$ cat src/rtl/alu_pkg.sv
package alu_pkg;
  localparam int unsigned OP_W = 3;
  localparam logic [OP_W-1:0] OP_ADD = 3'd0;
  localparam logic [OP_W-1:0] OP_ADC = 3'd1;
  localparam logic [OP_W-1:0] OP_SBC = 3'd2;
  localparam logic [OP_W-1:0] OP_AND = 3'd3;
  localparam logic [OP_W-1:0] OP_BIC = 3'd4;
  localparam logic [OP_W-1:0] OP_MUL = 3'd5;

  typedef struct packed {
    logic n;
    logic z;
    logic c;
    logic v;
  } alu_flags_t;
endpackage

$ cat src/rtl/alu_operand_sel.sv
module alu_operand_sel #(
  parameter int unsigned W = 32
) (
  input  logic [W-1:0] reg_val,
  input  logic [W-1:0] imm_val,
  input  logic         use_imm,
  output logic [W-1:0] opnd
);
  // The immediate arrives already confined to the datapath width.
  assign opnd = use_imm ? imm_val : reg_val;
endmodule

$ cat src/rtl/alu_addsub.sv
module alu_addsub #(
  parameter int unsigned W = 32
) (
  input  logic [W-1:0] a,
  input  logic [W-1:0] b,
  input  logic         cin,
  input  logic         negate,
  output logic [W-1:0] sum,
  output logic         carry,
  output logic         ovf
);
  localparam logic [W-1:0] ONE = {{(W-1){1'b0}}, 1'b1};

  logic [W:0]   b_plus;
  logic [W-1:0] b_neg;
  logic [W:0]   addend;
  logic [W:0]   total;

  // Carry is folded into the operand first, keeping its wrap bit.
  assign b_plus = {1'b0, b} + {{W{1'b0}}, cin};
  assign b_neg  = (~b_plus[W-1:0]) + ONE;
  assign addend = negate ? {1'b0, b_neg} : b_plus;
  assign total  = {1'b0, a} + addend;

  assign sum   = total[W-1:0];
  assign carry = total[W];
  assign ovf   = (a[W-1] == addend[W-1]) && (addend[W-1] != total[W-1]);
endmodule

$ cat src/rtl/alu_bitwise.sv
module alu_bitwise #(
  parameter int unsigned W = 32
) (
  input  logic [W-1:0] a,
  input  logic [W-1:0] b,
  output logic [W-1:0] and_res,
  output logic [W-1:0] bic_res,
  output logic [W-1:0] mul_res
);
  assign and_res = a & b;
  assign bic_res = a & ~b;
  // Only the low word of the product is kept.
  assign mul_res = a * b;
endmodule

$ cat src/rtl/alu_flag_stage.sv
module alu_flag_stage
  import alu_pkg::*;
#(
  parameter int unsigned W = 32
) (
  input  logic            clk,
  input  logic            rst_n,
  input  logic            in_valid,
  output logic            in_ready,
  input  logic [OP_W-1:0] in_op,
  input  logic [W-1:0]    in_a,
  input  logic [W-1:0]    in_b,
  input  logic [W-1:0]    in_imm,
  input  logic            in_use_imm,
  input  logic            in_c,
  input  logic            in_v,
  output logic            out_valid,
  input  logic            out_ready,
  output logic [W-1:0]    out_result,
  output logic [3:0]      out_flags,
  output logic            out_flag_we,
  output logic            out_res_we
);
  localparam int unsigned MSB = W - 1;

  logic [W-1:0] opnd_b;
  logic [W-1:0] as_sum;
  logic         as_c;
  logic         as_v;
  logic         as_cin;
  logic         as_neg;
  logic [W-1:0] and_res;
  logic [W-1:0] bic_res;
  logic [W-1:0] mul_res;

  logic [W-1:0] nx_res;
  alu_flags_t   nx_flags;
  logic         nx_fwe;
  logic         nx_rwe;

  alu_operand_sel #(.W(W)) u_sel (
    .reg_val (in_b),
    .imm_val (in_imm),
    .use_imm (in_use_imm),
    .opnd    (opnd_b)
  );

  assign as_cin = in_c && ((in_op == OP_ADC) || (in_op == OP_SBC));
  assign as_neg = (in_op == OP_SBC);

  alu_addsub #(.W(W)) u_addsub (
    .a      (in_a),
    .b      (opnd_b),
    .cin    (as_cin),
    .negate (as_neg),
    .sum    (as_sum),
    .carry  (as_c),
    .ovf    (as_v)
  );

  alu_bitwise #(.W(W)) u_bitwise (
    .a       (in_a),
    .b       (opnd_b),
    .and_res (and_res),
    .bic_res (bic_res),
    .mul_res (mul_res)
  );

  always_comb begin
    nx_res   = '0;
    nx_flags = '0;
    nx_fwe   = 1'b1;
    nx_rwe   = 1'b1;
    unique case (in_op)
      OP_ADD, OP_ADC, OP_SBC: begin
        nx_res     = as_sum;
        nx_flags.c = as_c;
        nx_flags.v = as_v;
        nx_rwe     = (in_op != OP_ADD);
      end
      OP_AND: nx_res = and_res;
      OP_BIC: nx_res = bic_res;
      OP_MUL: begin
        nx_res     = mul_res;
        nx_flags.c = in_c;
        nx_flags.v = in_v;
      end
      default: begin
        nx_fwe = 1'b0;
        nx_rwe = 1'b0;
      end
    endcase
    if (nx_fwe) begin
      nx_flags.n = nx_res[MSB];
      nx_flags.z = (nx_res == '0);
    end
  end

  assign in_ready = !out_valid || out_ready;

  always_ff @(posedge clk or negedge rst_n) begin
    if (!rst_n) begin
      out_valid   <= 1'b0;
      out_result  <= '0;
      out_flags   <= '0;
      out_flag_we <= 1'b0;
      out_res_we  <= 1'b0;
    end else if (in_valid && in_ready) begin
      out_valid   <= 1'b1;
      out_result  <= nx_res;
      out_flags   <= nx_flags;
      out_flag_we <= nx_fwe;
      out_res_we  <= nx_rwe;
    end else if (out_ready) begin
      out_valid   <= 1'b0;
    end
  end
endmodule

$ cat config.mk
export PLATFORM = sky130hd
export DESIGN_NAME = alu_flag_stage
export DESIGN_NICKNAME = d
export VERILOG_FILES = /design/src/rtl/alu_pkg.sv /design/src/rtl/alu_operand_sel.sv /design/src/rtl/alu_addsub.sv /design/src/rtl/alu_bitwise.sv /design/src/rtl/alu_flag_stage.sv
export SDC_FILE = /design/constraint.sdc
export NUM_CORES = 1
export LEC_CHECK = 0
export ABC_AREA = 1
export ABC_CLOCK_PERIOD_IN_PS = 1800
export BUFFER_PORTS_ARGS = -buffer_cell sky130_fd_sc_hd__buf_2
export CORE_MARGIN = 2
export CORE_UTILIZATION = 45
export CTS_CLUSTER_SIZE = 12
export DETAILED_ROUTE_END_ITERATION = 6
export GPL_TIMING_DRIVEN = 0
export PLACE_DENSITY = 0.66
export SYNTH_ARGS = -nofsm -noshare
export SYNTH_HDL_FRONTEND = slang
export SYNTH_SLANG_ARGS = --single-unit
$ cat constraint.sdc
create_clock -name clk -period 1.8 [get_ports clk]
set_clock_uncertainty 0.15 [all_clocks]
set_input_delay 0.36 -clock clk [delete_from_list [all_inputs] [get_ports clk]]
set_output_delay 0.36 -clock clk [all_outputs]
set_load 0.02 [all_outputs]
# Word-level counts from Yosys, hierarchy flattened

Index checks and enable logic that the tools add are counted.

Output and inout port bits: 40
Flip-flop bits (word level): 39
Logic and storage cells: 42

Reduce and logical (&&, ||, !) cells: 13
Bitwise gates (word level): 4
Multiply operators: 1
Mux-type cells: 9
Eq/ne operators: 7
Add/subtract/negate cells: 3

Operators by type and width:

| operator                                                        | number |
|---|---|
| 32-bit one-hot mux with 4 select lines                          | 1 |
| 32-bit AND                                                      | 2 |
| 32-bit inverter                                                 | 2 |
| 32-bit by 1-bit adder with 33-bit output                        | 1 |
| 32-bit by 33-bit adder with 33-bit output                       | 1 |
| 33-bit two-way mux                                              | 1 |
| 32-bit by 1-bit adder with 32-bit output, second input constant | 1 |
| 32-bit logical NOT                                              | 1 |
| 32-bit by 32-bit multiplier with 32-bit output                  | 1 |
| 32-bit two-way mux                                              | 1 |
| 3-bit by 2-bit == test with 1-bit output, second input constant | 2 |
| 3-bit == test, second input constant                            | 2 |
| 3-bit OR reduction                                              | 2 |
| 6-bit OR reduction                                              | 1 |
| 2-bit one-hot mux with 2 select lines                           | 1 |
| 3-bit by 1-bit == test with 1-bit output, second input constant | 1 |
| 1-bit logical AND                                               | 3 |
| 3-bit logical NOT                                               | 1 |
| 1-bit two-way mux                                               | 3 |
| 3-bit nonzero test                                              | 1 |
| 1-bit logical OR                                                | 2 |
| 2-bit two-way mux                                               | 1 |
| 1-bit one-hot mux with 2 select lines                           | 1 |
| 2-bit nonzero test                                              | 1 |
| other kinds (3)                                                 | 3 |

# Longest topological paths before layout

Gate-level depths: netlist of the first run.

Depth after elaboration: 11
Gate-level depth with buffers: 42

# By module

From an unflattened synthesis of the first run, not the netlist that was laid out.

Cell total of the unflattened synthesis: 3634
Area total of the unflattened synthesis: 24159.4 sq um

By module, submodules not included:

| module          | area each (sq um) | cells an instance | instances |
|---|---|---|---|
| alu_bitwise     | 17355.4           | 2435              | 1 |
| alu_addsub      | 3643.5            | 675               | 1 |
| alu_flag_stage  | 2668.8            | 420               | 1 |
| alu_operand_sel | 491.7             | 104               | 1 |

# Worst setup path before layout of the first run

No wires, ideal clock.

Path kind: input -> register
From: in in_use_imm
To: reg out_flags[2]
Arrival time: 7261 ps
Setup slack: -5728 ps
Stages: 37
Data required time: 1533 ps
Path buffers: 4
Path through: buf_6 inv_4 buf_8 nand2_2 nand2_2 clkbuf_1 inv_1 clkbuf_1 nand2_1 fa_1 inv_1 fa_1 fa_1 inv_1 fa_1 inv_1 fa_1 inv_1 fa_1 inv_1 fa_1 fa_1 ha_1 nand2_1 nor2_1 inv_1 nor3_1 nand2_1 nand2_1 a21oi_1 o21ai_0 a31oi_1 xor2_1 o21ai_0 nor2_1 nand3_1 nand2_1

Word-level cells in the longest chain between the ends: 9
Elaborated cells on any way between the ends: 13
Those cells by class: 3 x add/sub; 1 x mul; 4 x mux; 4 x bitwise; 1 x reduce/logical

Ends and longest elaborated chain:

| what                                      | line                  | text |
|---|---|---|
| start: declaration                        | alu_flag_stage.sv:14  | `input logic in_use_imm,` |
| 32-bit two-way mux *                      | alu_operand_sel.sv:10 | `assign opnd = use_imm ? imm_val : reg_val;` |
| 32-bit by 1-bit adder with 33-bit output  | alu_addsub.sv:20      | `assign b_plus = {1'b0, b} + {{W{1'b0}}, cin};` |
| 32-bit inverter                           | alu_addsub.sv:21      | `assign b_neg = (~b_plus[W-1:0]) + ONE;` |
| 32-bit by 1-bit adder with 32-bit output  | alu_addsub.sv:21      |  |
| 33-bit two-way mux                        | alu_addsub.sv:22      | `assign addend = negate ? {1'b0, b_neg} : b_plus;` |
| 32-bit by 33-bit adder with 33-bit output | alu_addsub.sv:23      | `assign total = {1'b0, a} + addend;` |
| 32-bit one-hot mux with 4 select lines *  | alu_flag_stage.sv:74  | `unique case (in_op)` |
| 32-bit logical NOT *                      | alu_flag_stage.sv:95  | `nx_flags.z = (nx_res == '0);` |
| 2-bit two-way mux *                       | alu_flag_stage.sv:93  | `if (nx_fwe) begin` |
| end signal: assignment                    | alu_flag_stage.sv:111 | `out_flags <= nx_flags;` |
| end: declaration                          | alu_flag_stage.sv:20  | `output logic [3:0] out_flags,` |

Mark *: on every way between the ends. The rest lies on a longest branch, timed or not.
A chain may end at the register's enable or synchronous reset.

# Final worst setup path of the first run

Same ends and word-level chain as after synthesis.

==> results by group, run 1 <==
Run status
  – Status: finished, violations left
  – Violated checks: negative setup slack

Floorplanning
  – Core Rows: between 80 and 90
  – DIE HEIGHT: around 230 um
  – Initial Util: 45.57%
  – Die area: around 0.053 sq mm
  – I/O pins: 146
  – Core box area: 0.05017 sq mm
  – Die Width: between 200 and 250 um

Global route
  – Overall Global Routing Usage: 37.02%
  – First-pass GRT wire length: 145,000 um
  – Vias in the first global route: about 24,000
  – Largest net degree at the start of global routing: 40
  – Grt total ovfl: 0
  – Initial antenna violation count: 2

Critical path
  – CP Depth: 37
  – CP dominant cell by count: fa_1
  – Critical path buffers and inverters: 12
  – CP max stage delay: 0.59 ns
  – Reg-to-Reg Start: out_valid
  – CP Launch Type: primary input
  – Slowest CP cell: fa_2
  – Reg2reg setup slack: -0.52 ns
  – CP Class: primary input to flop
  – Critical Path AT: 7.49 ns
  – R2R Path End: out_flags[2]
  – Delay-heaviest family, CP: adder cells
  – Crit. End Element: flop
  – CP startpoint: in_use_imm
  – Max FO, Critical Path: 7
  – Reg2reg path depth: 15
  – WP data required: 1.87 ns
  – Last element of the critical path: out_flags[2]

Yosys
  – Cell variety after synth: 49
  – Gate Count Post-Synth: 3,293
  – Yosys top cell area share: between 30% and 40%
  – Post-synth EDFFs: 0
  – Synth Flop Type: dfrtp_1
  – Synth area leaders: fa_1 (36%), nand2_1 (14%), inv_1 (10%)
  – Syn_nets: 3,966
  – #FFs+latches synth: 39
  – Syn_area_per_cell: 6.942 sq um
  – Post-synth ARST share: 100.0%
  – Sequential area share after synthesis: 4.269%
  – Synth Cell Area: 0.02286 sq mm
  – Synth warn: 0
  – Area leader, netlist: fa_1

Clock tree
  – Worst-Skew Late Latency: 0.28 ns
  – CTS tree: done
  – H-tree Lvls: 2
  – Number of clock sinks: 39
  – CTS root buffer: clkbuf_16
  – CTS buffer count: 5
  – Reg clk slew, reported paths: 0.06 ns
  – Deepest clock path buffer count: 2

Final layout
  – Finished Layout Cells: 4,310
  – Final Util: 59.68%
  – Layout overhead on the synthesized area: 30.98%
  – Fin nets: 4,310
  – Share of cells above drive strength 1: 25.85%
  – Post-route cell area: 0.02994 sq mm
  – Commonest non-fill, non-tap cells in the layout: nand2_1 (756), inv_1 (580), nor2_1 (402)
  – Most common cell after layout, fill and taps aside: nand2_1
  – Fill cells: between 4,000 and 5,000

Timing
  – Final setup violation count: 38
  – RSZ-0062 raised after global routing: yes
  – Min Tclk post-route: 7.417 ns
  – Final Hold Fails: 0
  – Worst slew margin: 19.41%
  – Worst Slack Setup Final: -5.617 ns
  – Tcrit/Tclk final: 412.0%
  – Max Clk Rate: 134.8 MHz
  – Least-Margin Pin Slew: around 1.2 ns
  – Max-slew violation count: 0

Detailed routing
  – Post-DRT Antenna Nets: 0
  – Avg WL per Cell: 22.56 um
  – DRC viols: 0
  – Drt total wl: approximately 97,000 um
  – Drt pass-1 iters: 6
  – Initial DRC count: 2,586
  – Via count: 23,970
  – Routed via count divided by cell count: 5.560

Flow run
  – Max Cap Violations: 0

Placed design
  – Dpl cells: 4,108
  – Placed inst area: roughly 0.026 sq mm
  – Final Wtd Congestion: 1.005
  – Final HPWL DP: 74,410 um
  – Port bufs: 143

Min path
  – Min-delay worst type: primary input to asynchronous set/reset pin
## area by class of cell
cell class / count / area (sq um) / area share, %
multi-input cells: 2498 / 21500 / 71.80
repair buffers: 338 / 2570 / 8.583
inverters: 645 / 2547 / 8.508
plain buffers: 110 / 1349 / 4.505
flip-flops and latches: 39 / 975.9 / 3.259
well taps: 672 / 840.8 / 2.808
clock buffers: 6 / 128.9 / 0.4304
clock inverters: 1 / 30.03 / 0.1003
diodes: 1 / 2.502 / 0.008357
## repair_timing
item,4_1_cts,5_1_grt
hold buffers,0,0
gates resized for setup,479,184
setup buffers,151,40
pin swaps,154,99
gates cloned,5,0
setup endpoints to repair,36,39
## worst register-to-register path, delay by kind of cell, from the launching register on
family	cells	cell delay (ns)
compound gates	1	0.19
flops	1	0.38
simple gates	14	1.54
## layer usage
metal | vias to the layer above | part of all wire [%] | track usage [%]
li1 | 10550 | - | -
met5 | - | 0.0093 | 0
met3 | 335 | 13 | 9.861
met2 | 1447 | 42 | 55.64
met4 | 2 | 7.7 | 20.86
met1 | 11640 | 37 | 48.32
## metrics by stage
step | setup TNS (ns) | setup slack, ns | hold slack (ns)
floorplan | -138.27 | -5.219 | -0.08559
global placement | -192.12 | -7.148 | 0.3091
detailed placement | -193.71 | -7.209 | 0.3099
CTS | -146.64 | -5.419 | 0.08018
global route | -155.50 | -5.817 | 0.1320
finish | -148.53 | -5.617 | 0.05671
## synth_stat cells (2+ instances only)
library cell / n
nand2_1: 841
inv_1: 625
nor2_1: 485
fa_1: 409
nand3_1: 177
ha_1: 158
a21oi_1: 90
clkbuf_1: 80
o21ai_0: 71
xor2_1: 65
dfrtp_1: 39
xnor2_1: 33
nand4_1: 30
nor3_1: 18
buf_2: 15
nand2_2: 15
nand3b_1: 15
o21ai_2: 14
clkinv_1: 12
o21ai_1: 9
buf_1: 8
inv_2: 7
xor2_2: 7
nor2_2: 6
or2_2: 6
a21o_1: 5
buf_6: 5
and2_1: 4
nor2_4: 4
nor4_1: 4
o21bai_1: 4
a211oi_1: 3
a31oi_1: 3
nand2_4: 3
o211ai_1: 3
o21ai_4: 3
buf_4: 2
nand3_2: 2
nor3_2: 2
nor3_4: 2
## cells by family (layout without fill, tap and decap cells)
logic type / count (synthesis) / count (layout) / share of synthesized area [%]
and+or+nand+nor: 1616 / 1616 / 29.04
muxes: 1 / 1 / 0.04379
buffers and inverters: 756 / 1100 / 12.75
xor gates and xnor gates: 105 / 105 / 4.253
DFF: 39 / 39 / 4.269
other: 0 / 1 / 0
adders and majority gates: 567 / 567 / 44.46
AOI/OAI and AO/OA: 209 / 209 / 5.183
## flip-flops by register name, indices dropped and copies added, names as in the netlist
register     flops
out_res_we       1
out_result      32
out_flags        4
out_valid        1
out_flag_we      1
## worst min-delay path by stage
stage | to | slack [ns] | cells after the start
after floorplan | out_flag_we | -0.09 | 0
after global placement | out_result[23] | 0.31 | 2
after detailed placement | out_result[11] | 0.31 | 2
after CTS | out_result[12] | 0.08 | 1
after global routing | out_result[18] | 0.13 | 1
final | out_result[16] | 0.06 | 1
Power of run 1 is not shown: default switching activity piles up to over one toggle a cycle in this logic, so the estimate is an artifact.
==> run 2: changes to the inputs <==
BUFFER_PORTS_ARGS = -buffer_cell sky130_fd_sc_hd__clkbuf_2   (was -buffer_cell sky130_fd_sc_hd__buf_2)
==> run 2 against run 1 <==
  * The run ends with design-rule violations, negative setup slack left
  * Critical path depth decreased by 4
  * Sequential share of layout area hardly changed
  * Core utilization is 0.32 points lower
  * Fmax fell by 0.36%
  * Global-route usage decreased by 0.39 points
  * Register-to-register slack about the same
  * Via count increased by 0.38%
  * Die area unchanged
  * Non-clock buffer count down 30
  * Critical path type unchanged
==> results by group, run 2 (synthesis results as in run 1) <==
Timing
  – Final Hold Fails: 0
  – Final setup violation count: 36
  – Max Clk Rate: 134.3 MHz
  – Tcrit/Tclk final: 413.5%
  – Worst slew margin: approximately 23%
  – Least-Margin Pin Slew: roughly 1.2 ns
  – RSZ-0062 raised after global routing: yes
  – Min Tclk post-route: 7.444 ns
  – Max-slew violation count: 0
  – Worst Slack Setup Final: -5.644 ns

Detailed routing
  – Post-DRT Antenna Nets: 0
  – Routed via count divided by cell count: 5.617
  – Drt pass-1 iters: 7
  – Drt total wl: 97,530 um
  – DRC viols: 2
  – Initial DRC count: 2,418
  – Via count: 24,060
  – Avg WL per Cell: ~23 um

Critical path
  – Crit. End Element: flop
  – CP dominant cell by count: fa_1
  – CP Launch Type: primary input
  – CP max stage delay: ~0.55 ns
  – WP data required: 1.86 ns
  – Critical Path AT: 7.51 ns
  – Slowest CP cell: fa_1
  – CP Class: primary input to flop
  – Max FO, Critical Path: 7

Clock tree
  – H-tree Lvls: 2
  – CTS buffer count: 5
  – Reg clk slew, reported paths: roughly 0.060 ns
  – CTS tree: done
  – CTS root buffer: clkbuf_16
  – Number of clock sinks: 39
  – Deepest clock path buffer count: 2
  – Worst-Skew Late Latency: around 0.27 ns

Global route
  – Overall Global Routing Usage: 36.63%
  – First-pass GRT wire length: roughly 140,000 um
  – Vias in the first global route: 23,570
  – Grt total ovfl: 0
  – Largest net degree at the start of global routing: 40
  – Initial antenna violation count: 1

Min path
  – Min-delay worst type: primary input to asynchronous set/reset pin

Final layout
  – Top reg by flops: out_result
  – Fin nets: 4,280
  – Share of cells above drive strength 1: 24.92%
  – Max reg flops: 32
  – Commonest non-fill, non-tap cells in the layout: nand2_1 (762), inv_1 (583), nor2_1 (399)
  – Fill cells: roughly 4,500
  – Most common cell after layout, fill and taps aside: nand2_1
  – Largest regs: out_result x32, out_flags x4
  – Layout overhead on the synthesized area: 30.28%

Floorplanning
  – DIE HEIGHT: 229.4 um
  – Die area: 0.05262 sq mm
  – Core Rows: 82
  – I/O pins: 146
  – Initial Util: a little under half
  – Die Width: 229.4 um
  – Core box area: around 0.05 sq mm

Placed design
  – Final HPWL DP: 74,270 um
  – Port bufs: 143
  – Place WS: -7.173 ns
  – Final Wtd Congestion: roughly 1

Flow run
  – Max Cap Violations: 0

Run status
  – Status: finished, violations left
  – Violated checks: design-rule violations, negative setup slack
-- run 2: changes by cell type in the layout (fill, tap and decap cells not counted), sizes merged --
cell and delta:
buf -178, clkbuf +148, clkinv +1, clkinvlp +1
diode +3, inv -2
-- run 2: path summary, 6_finish.rpt --
path                                   start        endpoint  slack [ns]  cells after the start
worst max-delay path              in_use_imm    out_flags[2]       -5.64                     33
worst min-delay path                   rst_n  out_result[16]        0.08                      1
worst max register to register     out_valid    out_flags[2]       -0.51                     15
worst min register to register  out_flags[2]    out_flags[2]        0.33                      2
max in group asynchronous              rst_n  out_result[28]        0.81                      1
min in group clk                   out_ready       out_valid        0.22                      4
-- run 2: area by class of cell --
cell class	instances	area [sq um]	share of cell area, %
well taps	672	840.8	2.823
plain buffers	111	1424	4.781
flip-flops and latches	39	975.9	3.277
multi-input cells	2498	21560	72.39
clock buffers	6	128.9	0.4327
clock inverters	1	30.03	0.1008
diodes	4	10.01	0.03361
repair buffers	307	2265	7.604
inverters	645	2549	8.557
-- run 2: timing repair --
item,in CTS,in global routing
pin swaps,116,119
buffers inserted,107,55
hold buffers,0,0
gates resized for setup,390,253
hold endpoints to repair,0,0
gates cloned,4,0
setup endpoints to repair,36,39
-- run 2: worst max-delay path, delay by kind of cell --
kind	cells	cell delay, ns
AND/OR/NAND/NOR	16	1.94
buffers and inverters	7	0.71
AO/OA/AOI/OAI	1	0.11
adder cells (fa/ha/maj)	9	4.36
-- run 2: stage by stage --
step | instance area [sq um] | instances | utilization [%] | hold WS [ns] | TNS (ns)
final | 29780 | 4283 | 59.36 | 0.08451 | -150.35
after global routing | 29780 | 4280 | 59.35 | 0.1750 | -156.44
after CTS | 28240 | 4225 | 56.28 | 0.1147 | -148.90
after detailed placement | 25520 | 4108 | 50.88 | 0.3120 | -192.84
after global placement | 25520 | 4108 | 50.88 | 0.3099 | -191.50
after floorplan | 23970 | 3293 | - | -0.08559 | -138.27
-- run 2: metal layers --
| metal | up-vias | global-route usage [%] | part of all wire (%) |
|---|---|---|---|
| met5 | - | 0 | 0 |
| met4 | 0 | 19.26 | 6.9 |
| met3 | 319 | 8.516 | 12 |
| met2 | 1465 | 55.36 | 43 |
| met1 | 11780 | 48.88 | 38 |
| li1 | 10490 | - | - |
Power of run 2 is left out for the same reason.
